[src/rtl/xfer_pkg.sv]
package xfer_pkg;

    typedef enum logic [2:0] {
        S_IDLE,
        S_RX,
        S_TX_FETCH,
        S_TX_SEND,
        S_DRAIN
    } xfer_state_e;

    localparam int STAT_W      = 22;
    localparam int CTL_EN      = 0;
    localparam int CTL_DIR     = 1;

    localparam int ST_DATA_END = 8;
    localparam int ST_BLK_END  = 10;
    localparam int ST_TX_ACT   = 12;
    localparam int ST_RX_ACT   = 13;
    localparam int ST_TX_HALF  = 14;
    localparam int ST_RX_HALF  = 15;
    localparam int ST_TX_FULL  = 16;
    localparam int ST_RX_FULL  = 17;
    localparam int ST_TX_EMPTY = 18;
    localparam int ST_RX_EMPTY = 19;
    localparam int ST_TX_AVAIL = 20;
    localparam int ST_RX_AVAIL = 21;

endpackage

[src/rtl/xfer_word_fifo.sv]
module xfer_word_fifo #(
    parameter  int DEPTH = 16,
    parameter  int WIDTH = 32,
    localparam int PTR_W = $clog2(DEPTH),
    localparam int LVL_W = $clog2(DEPTH + 1)
) (
    input  logic             clk,
    input  logic             rst_n,
    input  logic             push,
    input  logic [WIDTH-1:0] push_data,
    input  logic             pop,
    output logic [WIDTH-1:0] head,
    output logic [LVL_W-1:0] level
);

    logic [WIDTH-1:0] mem [DEPTH];
    logic [PTR_W-1:0] rd_ptr;
    logic [PTR_W-1:0] wr_ptr;
    logic             do_push;
    logic             do_pop;

    assign do_push = push && (level != LVL_W'(DEPTH));
    assign do_pop  = pop && (level != '0);
    assign wr_ptr  = rd_ptr + PTR_W'(level);
    assign head    = (level != '0) ? mem[rd_ptr] : '0;

    always_ff @(posedge clk) begin
        if (do_push) begin
            mem[wr_ptr] <= push_data;
        end
    end

    always_ff @(posedge clk or negedge rst_n) begin
        if (!rst_n) begin
            rd_ptr <= '0;
            level  <= '0;
        end else begin
            if (do_pop) begin
                rd_ptr <= rd_ptr + PTR_W'(1);
            end
            unique case ({do_push, do_pop})
                2'b10:   level <= level + LVL_W'(1);
                2'b01:   level <= level - LVL_W'(1);
                default: level <= level;
            endcase
        end
    end

endmodule

[src/rtl/xfer_byte_packer.sv]
module xfer_byte_packer #(
    parameter  int WORD_W = 32,
    parameter  int BYTE_W = 8,
    localparam int LANES  = WORD_W / BYTE_W,
    localparam int LANE_W = $clog2(LANES)
) (
    input  logic              clk,
    input  logic              rst_n,
    input  logic              clr,
    input  logic              take,
    input  logic              last,
    input  logic [BYTE_W-1:0] byte_in,
    output logic [WORD_W-1:0] word_out,
    output logic              word_push
);

    logic [WORD_W-1:0] acc;
    logic [LANE_W-1:0] fill;

    always_comb begin
        word_out = acc;
        for (int i = 0; i < LANES; i++) begin
            if (LANE_W'(i) == fill) begin
                word_out[i*BYTE_W +: BYTE_W] = byte_in;
            end
        end
    end

    assign word_push = take && ((fill == LANE_W'(LANES - 1)) || last);

    always_ff @(posedge clk or negedge rst_n) begin
        if (!rst_n) begin
            acc  <= '0;
            fill <= '0;
        end else if (clr || word_push) begin
            acc  <= '0;
            fill <= '0;
        end else if (take) begin
            acc  <= word_out;
            fill <= fill + LANE_W'(1);
        end
    end

endmodule

[src/rtl/xfer_byte_unpacker.sv]
module xfer_byte_unpacker #(
    parameter  int WORD_W = 32,
    parameter  int BYTE_W = 8,
    localparam int LANES  = WORD_W / BYTE_W,
    localparam int LEFT_W = $clog2(LANES) + 1
) (
    input  logic              clk,
    input  logic              rst_n,
    input  logic              clr,
    input  logic              load,
    input  logic [WORD_W-1:0] load_word,
    input  logic              send,
    output logic [BYTE_W-1:0] byte_out,
    output logic [LEFT_W-1:0] left
);

    logic [WORD_W-1:0] hold;

    assign byte_out = hold[BYTE_W-1:0];

    always_ff @(posedge clk or negedge rst_n) begin
        if (!rst_n) begin
            hold <= '0;
            left <= '0;
        end else if (clr) begin
            hold <= '0;
            left <= '0;
        end else if (load) begin
            hold <= load_word;
            left <= LEFT_W'(LANES);
        end else if (send && (left != '0)) begin
            hold <= hold >> BYTE_W;
            left <= left - LEFT_W'(1);
        end
    end

endmodule

[src/rtl/xfer_flag_gen.sv]
module xfer_flag_gen
    import xfer_pkg::*;
#(
    parameter  int DEPTH = 16,
    localparam int LVL_W = $clog2(DEPTH + 1)
) (
    input  logic              active,
    input  logic              dir_rx,
    input  logic [LVL_W-1:0]  level,
    output logic [STAT_W-1:0] flags
);

    logic is_empty;
    logic is_full;

    assign is_empty = (level == '0);
    assign is_full  = (level == LVL_W'(DEPTH));

    always_comb begin
        flags = '0;
        if (active) begin
            if (dir_rx) begin
                flags[ST_RX_ACT]   = 1'b1;
                flags[ST_RX_EMPTY] = is_empty;
                flags[ST_RX_AVAIL] = !is_empty;
                flags[ST_RX_FULL]  = is_full;
                flags[ST_RX_HALF]  = (level >= LVL_W'(DEPTH / 2));
            end else begin
                flags[ST_TX_ACT]   = 1'b1;
                flags[ST_TX_EMPTY] = is_empty;
                flags[ST_TX_AVAIL] = !is_empty;
                flags[ST_TX_FULL]  = is_full;
                flags[ST_TX_HALF]  = (level <= LVL_W'(DEPTH / 2));
            end
        end
    end

endmodule

[src/rtl/card_xfer_engine.sv]
module card_xfer_engine
    import xfer_pkg::*;
#(
    parameter  int DEPTH  = 16,
    parameter  int WORD_W = 32,
    parameter  int BYTE_W = 8,
    parameter  int LEN_W  = 16,
    localparam int LVL_W  = $clog2(DEPTH + 1),
    localparam int LANES  = WORD_W / BYTE_W,
    localparam int LEFT_W = $clog2(LANES) + 1
) (
    input  logic              clk,
    input  logic              rst_n,
    input  logic              len_we,
    input  logic [LEN_W-1:0]  len_in,
    input  logic              ctl_we,
    input  logic [1:0]        ctl_in,
    input  logic [1:0]        end_clr,
    input  logic              host_push_valid,
    input  logic [WORD_W-1:0] host_push_data,
    input  logic              host_pop_req,
    output logic [WORD_W-1:0] host_pop_data,
    input  logic              card_rx_valid,
    input  logic [BYTE_W-1:0] card_rx_data,
    output logic              card_rx_ready,
    output logic              card_tx_valid,
    output logic [BYTE_W-1:0] card_tx_data,
    input  logic              card_tx_ready,
    output logic              xfer_enable,
    output logic              xfer_dir,
    output logic [LEN_W-1:0]  byte_count,
    output logic [LVL_W-1:0]  fifo_level,
    output logic [STAT_W-1:0] status
);

    xfer_state_e state_q, state_d;

    logic [LEN_W-1:0]  cnt_q;
    logic [LEN_W-1:0]  len_q;
    logic              dir_q;
    logic              dend_q;
    logic              bend_q;

    logic              start, stop, count_is_one;
    logic              rx_take, tx_send, tx_load;
    logic              host_push_ok, host_pop_ok;
    logic              fifo_push, fifo_pop;
    logic [WORD_W-1:0] fifo_wdata, fifo_head;
    logic [WORD_W-1:0] pack_word;
    logic              pack_push, pack_clr;
    logic              unpack_clr;
    logic [BYTE_W-1:0] unpack_byte;
    logic [LEFT_W-1:0] unpack_left;
    logic [STAT_W-1:0] fifo_flags;
    logic              set_end;

    assign start        = ctl_we && ctl_in[CTL_EN];
    assign stop         = ctl_we && !ctl_in[CTL_EN];
    assign count_is_one = (cnt_q == LEN_W'(1));

    // State register
    always_ff @(posedge clk or negedge rst_n) begin
        if (!rst_n) begin
            state_q <= S_IDLE;
        end else begin
            state_q <= state_d;
        end
    end

    // Next-state logic
    always_comb begin
        state_d = state_q;
        if (stop) begin
            state_d = S_IDLE;
        end else if (start) begin
            if (len_q == '0) begin
                state_d = S_DRAIN;
            end else if (ctl_in[CTL_DIR]) begin
                state_d = S_RX;
            end else begin
                state_d = S_TX_FETCH;
            end
        end else begin
            unique case (state_q)
                S_IDLE: state_d = S_IDLE;
                S_RX: begin
                    if (rx_take && count_is_one) begin
                        state_d = S_DRAIN;
                    end
                end
                S_TX_FETCH: begin
                    if (fifo_level != '0) begin
                        state_d = S_TX_SEND;
                    end
                end
                S_TX_SEND: begin
                    if (tx_send) begin
                        if (count_is_one) begin
                            state_d = S_DRAIN;
                        end else if (unpack_left == LEFT_W'(1)) begin
                            state_d = S_TX_FETCH;
                        end
                    end
                end
                S_DRAIN: begin
                    if (fifo_level == '0) begin
                        state_d = S_IDLE;
                    end
                end
                default: state_d = S_IDLE;
            endcase
        end
    end

    // Outputs and datapath steering
    always_comb begin
        card_rx_ready = (state_q == S_RX) && (fifo_level != LVL_W'(DEPTH));
        rx_take       = card_rx_valid && card_rx_ready;
        card_tx_valid = (state_q == S_TX_SEND);
        card_tx_data  = unpack_byte;
        tx_send       = card_tx_valid && card_tx_ready;
        tx_load       = (state_q == S_TX_FETCH) && (fifo_level != '0);
        host_push_ok  = host_push_valid && !dir_q && (state_q != S_IDLE) && (cnt_q != '0);
        host_pop_ok   = host_pop_req && dir_q;
        fifo_push     = dir_q ? pack_push : host_push_ok;
        fifo_wdata    = dir_q ? pack_word : host_push_data;
        fifo_pop      = dir_q ? host_pop_ok : tx_load;
        pack_clr      = start || stop;
        unpack_clr    = start || stop || (tx_send && count_is_one);
        xfer_enable   = (state_q != S_IDLE);
        xfer_dir      = dir_q;
        byte_count    = cnt_q;
        host_pop_data = fifo_head;
        status        = fifo_flags;
        status[ST_DATA_END] = dend_q;
        status[ST_BLK_END]  = bend_q;
    end

    assign set_end = (state_d == S_DRAIN) && ((state_q != S_DRAIN) || start);

    // Counter, configuration and sticky end flags
    always_ff @(posedge clk or negedge rst_n) begin
        if (!rst_n) begin
            cnt_q  <= '0;
            len_q  <= '0;
            dir_q  <= 1'b0;
            dend_q <= 1'b0;
            bend_q <= 1'b0;
        end else begin
            if (len_we) begin
                len_q <= len_in;
            end
            if (start) begin
                cnt_q <= len_q;
                dir_q <= ctl_in[CTL_DIR];
            end else if (rx_take || tx_send) begin
                cnt_q <= cnt_q - LEN_W'(1);
            end
            dend_q <= set_end || (dend_q && !end_clr[0]);
            bend_q <= set_end || (bend_q && !end_clr[1]);
        end
    end

    xfer_word_fifo #(
        .DEPTH (DEPTH),
        .WIDTH (WORD_W)
    ) u_fifo (
        .clk       (clk),
        .rst_n     (rst_n),
        .push      (fifo_push),
        .push_data (fifo_wdata),
        .pop       (fifo_pop),
        .head      (fifo_head),
        .level     (fifo_level)
    );

    xfer_byte_packer #(
        .WORD_W (WORD_W),
        .BYTE_W (BYTE_W)
    ) u_pack (
        .clk       (clk),
        .rst_n     (rst_n),
        .clr       (pack_clr),
        .take      (rx_take),
        .last      (count_is_one),
        .byte_in   (card_rx_data),
        .word_out  (pack_word),
        .word_push (pack_push)
    );

    xfer_byte_unpacker #(
        .WORD_W (WORD_W),
        .BYTE_W (BYTE_W)
    ) u_unpack (
        .clk       (clk),
        .rst_n     (rst_n),
        .clr       (unpack_clr),
        .load      (tx_load),
        .load_word (fifo_head),
        .send      (tx_send),
        .byte_out  (unpack_byte),
        .left      (unpack_left)
    );

    xfer_flag_gen #(
        .DEPTH (DEPTH)
    ) u_flags (
        .active (xfer_enable),
        .dir_rx (dir_q),
        .level  (fifo_level),
        .flags  (fifo_flags)
    );

endmodule

[config.mk]
export PLATFORM = sky130hd
export DESIGN_NAME = card_xfer_engine
export DESIGN_NICKNAME = d
export VERILOG_FILES = /design/src/rtl/xfer_pkg.sv /design/src/rtl/xfer_word_fifo.sv /design/src/rtl/xfer_byte_packer.sv /design/src/rtl/xfer_byte_unpacker.sv /design/src/rtl/xfer_flag_gen.sv /design/src/rtl/card_xfer_engine.sv
export SDC_FILE = /design/constraint.sdc
export NUM_CORES = 1
export LEC_CHECK = 0
export ABC_AREA = 1
export BUFFER_PORTS_ARGS = -buffer_cell sky130_fd_sc_hd__buf_4
export CELL_PAD_IN_SITES_DETAIL_PLACEMENT = 1
export CELL_PAD_IN_SITES_GLOBAL_PLACEMENT = 1
export CORE_UTILIZATION = 35
export CTS_CLUSTER_DIAMETER = 150
export CTS_CLUSTER_SIZE = 20
export DETAILED_ROUTE_END_ITERATION = 10
export PLACE_DENSITY_LB_ADDON = 0.1
export SETUP_SLACK_MARGIN = 0.5
export SLEW_MARGIN = 20
export SYNTH_ARGS = -nofsm -noshare
export SYNTH_HDL_FRONTEND = slang
export SYNTH_SLANG_ARGS = --single-unit
[constraint.sdc]
create_clock -name clk -period 6.5 [get_ports clk]
set_clock_uncertainty 0.2 [all_clocks]
set_input_delay 1.625 -clock clk [delete_from_list [all_inputs] [get_ports clk]]
set_output_delay 1.625 -clock clk [all_outputs]
set_load 0.01 [all_outputs]
# Word-level counts from Yosys, hierarchy flattened
# Memory sizes are Yosys's and may differ from the RTL's.
# Cells that the tools add are included.
dict set report word_totals {
  reg_bits 116
  latchBits 0
  mem_bits_rw 512
  mem_bits_ro 0
  in_bits 68
  word_cells 126
  mem_count 1
}
dict set report op_classes {
  n_addsub 7
  mul 0
  n_div 0
  magnitude_cmp 2
  eq_ne 16
  shift 0
  n_mux 45
  n_bitwise 0
  n_reduce_logical 43
}
# memory words width read_ports rd_clocked_by_memory_dff wr line
set memory_table {}
lappend memory_table {u_fifo.mem 16 32 1 0 1 xfer_word_fifo.sv:16} ;# logic [WIDTH-1:0] mem [DEPTH];
# cell n
set op_table {}
lappend op_table {{32-bit 2-to-1 mux} 7}
lappend op_table {{3-bit 2-to-1 mux} 12}
lappend op_table {{16-bit 2-to-1 mux} 2}
lappend op_table {{8-bit 2-to-1 mux} 4}
lappend op_table {{1-bit logical AND} 19}
lappend op_table {{16-bit by 1-bit equality test with 1-bit output, second input constant} 1}
lappend op_table {{16-bit logical NOT} 1}
lappend op_table {{16-bit nonzero test} 1}
lappend op_table {{16-bit by 1-bit subtractor with 16-bit output, second input constant} 1}
lappend op_table {{1-bit 2-to-1 mux} 14}
lappend op_table {{3-bit one-hot mux with 4 select lines} 1}
lappend op_table {{10-bit 2-to-1 mux} 1}
lappend op_table {{5-bit one-hot mux with 2 select lines} 1}
lappend op_table {{3-bit nonzero test} 3}
lappend op_table {{1-bit logical OR} 8}
lappend op_table {{3-bit by 1-bit equality test with 1-bit output, second input constant} 2}
lappend op_table {{3-bit by 2-bit equality test with 1-bit output, second input constant} 2}
lappend op_table {{3-bit equality test, second input constant} 2}
lappend op_table {{2-bit 2-to-1 mux} 3}
lappend op_table {{2-bit nonzero test} 3}
lappend op_table {{5-bit by 1-bit adder with 5-bit output, second input constant} 1}
lappend op_table {{5-bit equality test, second input constant} 1}
lappend op_table {{5-bit by 4-bit >= comparator with 1-bit output, second input constant} 1}
lappend op_table {{5-bit by 4-bit less-or-equal comparator with 1-bit output, second input constant} 1}
lappend op_table {{15 further kinds} 21}

# Logic depth before layout (Yosys ltp)
dict set report logic_depth {
  depth_word 11
  ltp_mapped 17
  depth_no_buf 16
}

# Modules after synthesis
# A second synthesis with hierarchy kept.
dict set report hier_totals {
  cells_unflattened 2755
  hier_area_um2 28139.5
}
# module instances cells_each area_per_inst_um2 seq_area_each_um2
set modules_own_cells {}
lappend modules_own_cells {xfer_word_fifo 1 1793 21450.6 15600.0}
lappend modules_own_cells {card_xfer_engine 1 413 2655.0 950.9}
lappend modules_own_cells {xfer_byte_packer 1 263 1974.4 850.8}
lappend modules_own_cells {xfer_byte_unpacker 1 249 1846.8 875.8}
lappend modules_own_cells {xfer_flag_gen 1 37 212.7 0.0}

# Worst setup path before layout
# OpenSTA, ideal clock, no wires.
dict set report synth_path {
  path_type {input -> register}
  startpoint {input port card_rx_valid}
  endpoint {memory u_fifo.mem[10][0], enable pin}
  arrival_time_ns 3.640
  setup_slack_ns 2.238
  stages 5
  cell_sequence {nand3_2 -> o21ai_2 -> nand3_2 -> buf_6 -> nor2_1}
}
dict set report synth_via {
  elab_chain_len 6
}
# element line
set synth_rtl {}
lappend synth_rtl {{from (decl)} card_xfer_engine.sv:23} ;# input logic card_rx_valid,
lappend synth_rtl {{1-bit logical AND} card_xfer_engine.sv:118} ;# rx_take = card_rx_valid && card_rx_ready;
lappend synth_rtl {{1-bit logical AND} xfer_byte_packer.sv:29} ;# assign word_push = take && ((fill == LANE_W'(LANES - 1)) || last);
lappend synth_rtl {{1-bit 2-to-1 mux} card_xfer_engine.sv:125} ;# fifo_push = dir_q ? pack_push : host_push_ok;
lappend synth_rtl {{1-bit logical AND} xfer_word_fifo.sv:22} ;# assign do_push = push && (level != LVL_W'(DEPTH));
lappend synth_rtl {{1-bit 2-to-1 mux} xfer_word_fifo.sv:28} ;# if (do_push) begin
lappend synth_rtl {{1-bit 2-to-1 mux (implied by the code)} xfer_word_fifo.sv:29} ;# mem[wr_ptr] <= push_data;
lappend synth_rtl {{to (decl)} xfer_word_fifo.sv:16}
# Every way passes these cells.

# Final worst setup path
dict set report layout_path {
  startpoint {register u_fifo.rd_ptr[1]}
  endpoint {output port host_pop_data[23]}
}
dict set report layout_via {
  elab_chain_len 2
}
# element line
set layout_rtl {}
lappend layout_rtl {{from (decl)} xfer_word_fifo.sv:17} ;# logic [PTR_W-1:0] rd_ptr;
lappend layout_rtl {{from (signal assigned)} xfer_word_fifo.sv:39} ;# rd_ptr <= rd_ptr + PTR_W'(1);
lappend layout_rtl {{memory 16 x 32 bit} -}
lappend layout_rtl {{32-bit 2-to-1 mux} xfer_word_fifo.sv:25} ;# assign head = (level != '0) ? mem[rd_ptr] : '0;
lappend layout_rtl {{to (decl)} card_xfer_engine.sv:22} ;# output logic [WORD_W-1:0] host_pop_data,
# Every way passes these cells.

==> flow_summary.yaml <==
yosys:
  ys_types: 41
  async_reset_ff_share_pct: 18.47
  syn_area_per_cell_um2: 10.89
  ys_seq_area_share_pct: 67.37
  netlist_area_mm2: 0.02713
  synth_area_leaders: "edfxtp_1 57%, dfrtp_1 11%, nand2_1 7.1%, o21ai_0 4.8%, nor2_1 4.4%"
  synth_top_area_share_pct: 56.67
  ys_ff_latch: 628
  ys.warnings.count: 0
  synth.most_common_cell: "nand2_1"
  synth_common_cells: "516 x nand2_1, 512 x edfxtp_1, 317 x nor2_1, 262 x o21ai_0, 181 x nand3_1"
  synthCells: 2491
  yosys.area.top_type: "edfxtp_1"
  synth_edf_count: 512
  ys.flop_type: "edfxtp_1"
grt:
  grt_pass1_wl_mm: 132.5
  grtUsageTotal_pct: 22.65
  grt_max_degree: 222
  overflow: 0
  antenna_found_initial: 3
  grt_pass1_vias: 20048
die:
  core-area_mm2: 0.07633
  dieHeight_um: 280.4
  io_pins: 155
  die_area_mm2: 0.07864
  num_rows: 101
  die_x_um: 280.4
  initial_core_util_pct: 35.55
worst_setup_path:
  end_kind: "output port"
  rrSetupSlack_ns: 1.69
  start_kind: "register"
  crit_chain: "buf_4 -> o21ai_0 -> o211ai_1 -> nand3_1 -> a21oi_1 -> buf_4"
  cp-startpoint: "u_fifo.rd_ptr[1]$_DFFE_PN0P_"
  required_ns: 4.68
  r2r_start: "xfer_dir$_DFFE_PN0P_"
  timing.critical_path.mode_cell: "buf_4"
  critPathKind: "register to output port"
  slowest_stage: "buf_4"
  cp_max_fo: 94
  worstPathArrival_ns: 3.61
  critical_path.max_stage_delay_ns: 0.87
power:
  pwr-share-seq_pct: 40.6
  leakagePower_nw: 11.12
  power.density_mw_per_mm2: 441.0
  p_comb_share_pct: 40.6
  intPower_mw: 7.851
  sw_frac_of_total_pct: 41.30
  p_switching_mw: 5.524
  ir_drop_v: 0.0002402
  clockPowerShare_pct: 18.8
  power.total_mw: 13.38
placement:
  place_area_mm2: 0.02920
  hpwlAfterDp_mm: 54.24
  port_buffers: 144
  place_congestion: 0.7930
sta:
  hold_slack_ns: 0.2940
  final.setup.tns_ns: 0
  rsz0062_at_grt: "false"
  hold_viol: 0
  fmax_ghz: 0.1841
  drv_slew: 0
  slew_headroom_pct: 24.74
  worst_pin_slew_ns: 1.129
  layout_min_cycle_time_ns: 5.432
  finalCritPeriodShare_pct: 83.57
  setup_viol: 0
outcome:
  status: "complete, no violations"
clock_tree:
  path_clk_slew_ns: 0.09
  cts-root-buf: "clkbuf_16"
  cts_buffers: 37
  cts_tree: "built"
  post_cts_buffers: 0
  clk_latency_ns: 0.59
  ctsHoldBuffers: 0
  cts_buffer_depth: 3
  htreeDepth: 2
  clock-sinks: 628
  ctsResizeCount: 0
detailed_routing:
  drtAntennaViolNets: 0
  drtIter0Drc: 1493
  totalWireLength_mm: 88.42
  drc: 0
  drtPass1Iterations: 5
  wl_per_cell_um: 24.41
  vias_per_cell: 5.252
  vias: 19022
layout:
  drive_gt1_share_pct: 11.00
  design_area_mm2: 0.03033
  nets: 2651
  synthToLayoutAreaGrowth_pct: 11.79
worst_hold_path:
  hold_start: "u_unpack.hold[24]$_DFFE_PN0P_"
  min_path_type: "register to register"
flow_run:
  cap_violations: 0
[area by class of cell]
| class | instances | area [um2] |
|---|---|---|
| flip-flops and latches | 628 | 18290 |
| multi-input cells | 1580 | 7669 |
| clock buffers | 65 | 1074 |
| fillers | 8468 | 46000 |
| inverters | 128 | 485.5 |
| well taps | 1030 | 1289 |
| diodes | 1 | 2.502 |
| clock inverters | 2 | 25.02 |
| repair buffers | 188 | 1498 |
[metrics by stage]
stage / instances / utilization [%] / setup slack, ns
2_1_floorplan: 2500 / - / 2.238
3_3_place_gp: 3553 / 38.25 / 1.492
3_5_place_dp: 3553 / 38.25 / 1.500
4_1_cts: 3620 / 39.69 / 1.059
5_1_grt: 3621 / 39.73 / 0.8958
6_report: 3622 / 39.74 / 1.068
[placed cells by master (no fill, tap or decap), drive strengths merged, types with 2 or more instances in the layout]
cell,count
nor3,4
xor2,11
buf,188
or2,3
edfxtp,512
o21ai,269
clkinv,3
dfrtp,116
a21oi,66
fa,2
o211ai,104
o22ai,33
xnor2,4
conb,10
ha,18
a31oi,4
clkbuf,65
nand4,12
nor2,324
nand3,186
o221ai,7
inv,127
nand2,519
[routing by layer]
layer  share of wire (%)  GRT usage, %
met1                  47         32.04
met5                   0             0
met2                  48         37.92
met4                 1.5         4.231
met3                 3.5         2.223
[logic make-up after synthesis]
family,Yosys count,share of synthesized area (%)
simple gates,1048,15.77
flops,628,67.37
compound gates,486,10.34
buf+inv,292,4.999
fa+ha+maj,20,0.9777
xor+xnor,15,0.4842
other cells,1,0.01382
mux,1,0.04150
[power groups by stage]
stage | combinational (mW) | sequential [mW] | clock [mW]
detailed placement | 5.49 | 5.52 | 0
global route | 5.97 | 5.49 | 2.71
finish | 5.43 | 5.43 | 2.51
CTS | 5.51 | 5.44 | 2.60
floorplan | 3.21 | 5.40 | 0
global placement | 5.40 | 5.51 | 0
[final timing paths]
kind	end	cells past startpoint
setup / recovery	host_pop_data[23]	6
min in group asynchronous	byte_count[11]$_DFFE_PN0P_	1
hold reg to reg	u_unpack.hold[24]$_DFFE_PN0P_	2
hold / removal	u_unpack.hold[24]$_DFFE_PN0P_	2
setup reg to reg	u_fifo.level[4]$_DFFE_PN0P_	13
max in group asynchronous	u_fifo.rd_ptr[0]$_DFFE_PN0P_	2
[flip-flops by register name, summed over array words and instances, names as in the netlist]
signal	flops
byte_count	16
xfer_dir	1
state_q	3
dend_q	1
u_fifo.rd_ptr	4
u_unpack.left	3
u_unpack.hold	32
bend_q	1
u_pack.acc	32
u_pack.fill	2
u_fifo.level	5
len_q	16
u_fifo.mem	512
[critical path, delay by kind of cell, from the launching register on]
family | cells | cell delay (ns)
simple gates | 1 | 0.13
buf+inv | 2 | 1.09
flops | 1 | 0.73
compound gates | 3 | 0.95
(Power assumes the default switching activity.)
